## config.mk

```make
export PLATFORM = sky130hd
export DESIGN_NAME = presettable_counter
export DESIGN_NICKNAME = d
export VERILOG_FILES = /design/src/rtl/cnt_pkg.sv /design/src/rtl/cnt_ctrl_decode.sv /design/src/rtl/cnt_state_reg.sv /design/src/rtl/cnt_carry_gen.sv /design/src/rtl/presettable_counter.sv
export SDC_FILE = /design/constraint.sdc
export NUM_CORES = 1
export LEC_CHECK = 0
export CELL_PAD_IN_SITES_DETAIL_PLACEMENT = 0
export CELL_PAD_IN_SITES_GLOBAL_PLACEMENT = 2
export CORE_MARGIN = 2
export CORE_UTILIZATION = 15
export DETAILED_ROUTE_END_ITERATION = 8
export PLACE_DENSITY_LB_ADDON = 0.3
export SLEW_MARGIN = 20
export SYNTH_ARGS = -nofsm -noshare
export SYNTH_HDL_FRONTEND = slang
export SYNTH_SLANG_ARGS = --single-unit
```

## constraint.sdc

```tcl
create_clock -name clk -period 1.1 [get_ports clk]
set_input_delay 0.11 -clock clk [delete_from_list [all_inputs] [get_ports clk]]
set_output_delay 0.11 -clock clk [all_outputs]
set_load 0.005 [all_outputs]
```

## src/rtl/cnt_pkg.sv

```systemverilog
package cnt_pkg;

    localparam int unsigned CNT_DEF_W = 4;

    // Action chosen for the next rising edge, in priority order.
    typedef enum logic [1:0] {
        ACT_HOLD  = 2'd0,
        ACT_COUNT = 2'd1,
        ACT_LOAD  = 2'd2,
        ACT_CLEAR = 2'd3
    } cnt_act_e;

    typedef struct packed {
        logic clr_n;
        logic load_n;
        logic en_p;
        logic en_t;
    } cnt_ctrl_t;

    function automatic cnt_act_e pick_action(cnt_ctrl_t c);
        cnt_act_e a;
        if (!c.clr_n)
            a = ACT_CLEAR;
        else if (!c.load_n)
            a = ACT_LOAD;
        else if (c.en_p && c.en_t)
            a = ACT_COUNT;
        else
            a = ACT_HOLD;
        return a;
    endfunction

endpackage

```

## src/rtl/cnt_ctrl_decode.sv

```systemverilog
module cnt_ctrl_decode
    import cnt_pkg::*;
(
    input  cnt_ctrl_t ctrl,
    output cnt_act_e  act
);
    always_comb begin
        act = pick_action(ctrl);
    end
endmodule

```

## src/rtl/cnt_state_reg.sv

```systemverilog
module cnt_state_reg
    import cnt_pkg::*;
#(
    parameter int unsigned W         = CNT_DEF_W,
    parameter bit          ASYNC_CLR = 1'b1
) (
    input  logic         clk,
    input  logic         rst_n,
    input  cnt_act_e     act,
    input  logic [W-1:0] din,
    output logic [W-1:0] q
);
    localparam logic [W-1:0] ZERO = '0;
    localparam logic [W-1:0] ONE  = {{(W-1){1'b0}}, 1'b1};

    logic [W-1:0] q_r;
    logic [W-1:0] q_nxt;

    always_comb begin
        unique case (act)
            ACT_CLEAR: q_nxt = ZERO;
            ACT_LOAD:  q_nxt = din;
            ACT_COUNT: q_nxt = q_r + ONE;
            default:   q_nxt = q_r;
        endcase
    end

    generate
        if (ASYNC_CLR) begin : g_async
            always_ff @(posedge clk or negedge rst_n) begin
                if (!rst_n)
                    q_r <= ZERO;
                else
                    q_r <= q_nxt;
            end
        end else begin : g_sync
            always_ff @(posedge clk) begin
                q_r <= q_nxt;
            end
        end
    endgenerate

    assign q = q_r;
endmodule

```

## src/rtl/cnt_carry_gen.sv

```systemverilog
module cnt_carry_gen #(
    parameter int unsigned W = cnt_pkg::CNT_DEF_W
) (
    input  logic [W-1:0] q,
    input  logic         en_t,
    output logic         carry
);
    always_comb begin
        carry = en_t & (&q);
    end
endmodule

```

## src/rtl/presettable_counter.sv

```systemverilog
module presettable_counter
    import cnt_pkg::*;
#(
    parameter int unsigned W         = CNT_DEF_W,
    parameter bit          ASYNC_CLR = 1'b1
) (
    input  logic         clk,
    input  logic         rst_n,
    input  logic         load_n,
    input  logic [W-1:0] din,
    input  logic         en_p,
    input  logic         en_t,
    output logic [W-1:0] q,
    output logic         carry
);
    cnt_ctrl_t ctrl;
    cnt_act_e  act;

    always_comb begin
        ctrl.clr_n  = rst_n;
        ctrl.load_n = load_n;
        ctrl.en_p   = en_p;
        ctrl.en_t   = en_t;
    end

    cnt_ctrl_decode u_dec (
        .ctrl (ctrl),
        .act  (act)
    );

    cnt_state_reg #(.W(W), .ASYNC_CLR(ASYNC_CLR)) u_reg (
        .clk   (clk),
        .rst_n (rst_n),
        .act   (act),
        .din   (din),
        .q     (q)
    );

    cnt_carry_gen #(.W(W)) u_carry (
        .q     (q),
        .en_t  (en_t),
        .carry (carry)
    );
endmodule

```

==> impl_metrics.json <==
{
  "outcome": "finished, violations left",
  "failed_checks": "setup timing",
  "fmaxAchievable_mhz": 849.6,
  "slew_headroom_pct": 80.94,
  "maxCapViolCount": 0,
  "layout_setup_ws_ns": -0.07708,
  "grt_max_degree": 9,
  "finalClockSkew_ns": 0.001343,
  "area_growth_pct": 132.2,
  "hold_path_class": "primary input to asynchronous set/reset pin",
  "via_per_inst": 4.354,
  "grt_pass1_wl_mm": 1.228,
  "final_nets": 62,
  "end_kind": "primary output",
  "layout_common_cells": "7 x clkdlybuf4s50_1, 6 x buf_4, 5 x buf_6",
  "p_comb_share_pct": 28.9,
  "ios": 14,
  "path_clk_slew_ns": 0.04,
  "finalHoldViolCount": 0,
  "slowest_stage": "dfrtp_1",
  "yosys_warnings": 0,
  "first_iter_violations": 2,
  "p_clk_share_pct": 37.0,
  "multi_input_area_um2": 158.9,
  "dpl_worst_slack_ns": -0.2946,
  "cp_max_fo": 2,
  "hpwl_um": 524.5,
  "internal-power_uw": 366.3,
  "fill_cells": 147,
  "grt_pass1_vias": 302,
  "design_area_um2": 523.0,
  "die_area_um2": 1828,
  "p_sw_uw": 121.2,
  "fin_setup_tns_ns": -0.1003,
  "insertion_delay_ns": 0.23,
  "via_count": 283,
  "syn_nets": 34,
  "grt_util_all_layers_pct": 9.503,
  "synthSimpleGateAreaFrac_pct": 21.67,
  "hold_buffers": 0,
  "syn_area_per_cell_um2": 9.384,
  "cts.sinks": 4,
  "initial_utilization_pct": 16.68,
  "fp-row-count": 13,
  "p_leak_nw": 0.2250,
  "clock_tree.buffer_depth": 2,
  "wire_per_inst_um": 11.12,
  "die_x_um": 42.75,
  "start_kind": "register",
  "worstPathBufferInverterCount": 1,
  "synth_compound_area_share_pct": 18.89,
  "portBuffers": 13,
  "layout_commonest_cell": "clkdlybuf4s50_1",
  "ant_nets": 0,
  "max-vdd-ir-drop_v": 0.0003449,
  "period_needed_ns": 1.177,
  "fin_hold_ws_ns": 0.2367,
  "synth_top_family_by_area": "simple AND/OR/NAND/NOR gates",
  "slowest_delay_ns": 0.35,
  "synth_cells": 24,
  "root_buffer": "clkbuf_4",
  "htreeDepth": 1,
  "required_ns": 0.99,
  "core_um2": 1350,
  "setup_violations": 4,
  "crit_chain": "ha_2 > and4_4 > buf_6",
  "p_seq_share_pct": 34.1,
  "path_class": "register to primary output",
  "cts_tree": "done",
  "antennaDiodeCount": 0,
  "syn-cell-area_um2": 225.2,
  "synth_xor_area_share_pct": 7.778,
  "overflow": 0,
  "cp.arrival_ns": 1.07,
  "dr.pass1.iters": 2,
  "worstMarginPinSlew_ns": 0.2850,
  "synth_seq_area_share_pct": 44.44,
  "place.gp.congestion": 0.7429,
  "drive_above_1_share_pct": 44.00,
  "largest_reg_flops": 4,
  "drt_wl_total_um": 723,
  "fp.dieH_um": 42.75,
  "yosys.area_share.adder_pct": 5.556,
  "antenna_found_initial": 0,
  "route.detailed.drc": 0,
  "placed_cell_area_um2": 441.7,
  "fin_crit_sh_pct": 107.0,
  "seq_area_um2": 100.1,
  "ys_types": 15,
  "switching_share_pct": 24.85,
  "powerDensity_nw_per_um2": 932.1,
  "rsz0062_at_grt": "yes",
  "finalMaxSlewViolations": 0,
  "synthMuxAreaShare_pct": 0,
  "cp_top_family": "flip-flops",
  "numCtsBuffers": 3,
  "synth_seq_cells": 4
}
==> routing by layer <==
metal	GRT usage [%]	up-vias	wire length [µm]
li1	-	143	-
met1	10.46	127	291
met2	13.94	11	373
met3	1.702	2	44
met4	11.25	0	14
met5	0	-	0
==> worst paths after layout <==
| check | start | end | slack, ns | depth (start not counted) |
|---|---|---|---|---|
| max in group asynchronous | rst_n | u_reg.q[3] | 0.76 | 2 |
| min in group clk | en_t | u_reg.q[1] | 0.46 | 4 |
| hold reg to reg | u_reg.q[3] | u_reg.q[3] | 0.67 | 3 |
| setup reg to reg | u_reg.q[3] | u_reg.q[3] | -0.01 | 3 |
| setup / recovery | u_reg.q[0] | carry | -0.08 | 3 |
| hold / removal | rst_n | u_reg.q[1] | 0.24 | 2 |
==> power groups by stage <==
stage / sequential [mW] / clock, mW / combinational (mW)
floorplan: 0.171 / 0 / 0.0244
global placement: 0.166 / 0 / 0.124
detailed placement: 0.166 / 0 / 0.123
CTS: 0.166 / 0.194 / 0.128
global route: 0.167 / 0.195 / 0.155
finish: 0.166 / 0.181 / 0.141
==> cells by family (layout without fill, tap and decap cells) <==
group | after synthesis | count (layout)
AO/OA/AOI/OAI | 7 | 7
XOR/XNOR | 2 | 2
adder cells (fa/ha/maj) | 1 | 1
buffers and inverters | 1 | 27
flip-flops | 4 | 4
AND/OR/NAND/NOR | 9 | 9
==> area by class of cell <==
class / count / share of cell area [%]
Multi-Input combinational cell: 19 / 30.38
Inverter: 1 / 0.7177
Timing Repair Buffer: 23 / 41.87
Clock buffer: 3 / 4.306
Tap cell: 15 / 3.589
Sequential cell: 4 / 19.14
==> cell usage after synthesis <==
cell / count / area, µm²
a21oi_1: 1 / 5.000
ha_1: 1 / 12.51
or3_1: 1 / 6.260
xor2_1: 2 / 17.52
nor2_1: 2 / 7.510
nand2_1: 1 / 3.750
dfrtp_1: 4 / 100.1
o21ai_0: 3 / 15.01
a311oi_1: 1 / 8.760
and4_2: 1 / 10.01
inv_1: 1 / 3.750
a211oi_1: 1 / 7.510
a31oi_1: 1 / 6.260
nand3_1: 3 / 15.01
nand2_2: 1 / 6.260
==> repair_timing <==
item	in CTS	in global routing
setup endpoints to repair	7	6
gates resized for setup	20	5
buffers inserted	2	0
pin swaps	4	2
==> stage by stage <==
step	std cells	power, mW	utilization (%)
final	65	0.4875	38.74
after global routing	65	0.5180	38.74
after CTS	65	0.4881	36.61
after detailed placement	61	0.2895	32.72
after global placement	61	0.2901	32.72
after floorplan	24	0.1959	-
Power figures use the tool's default switching activity.
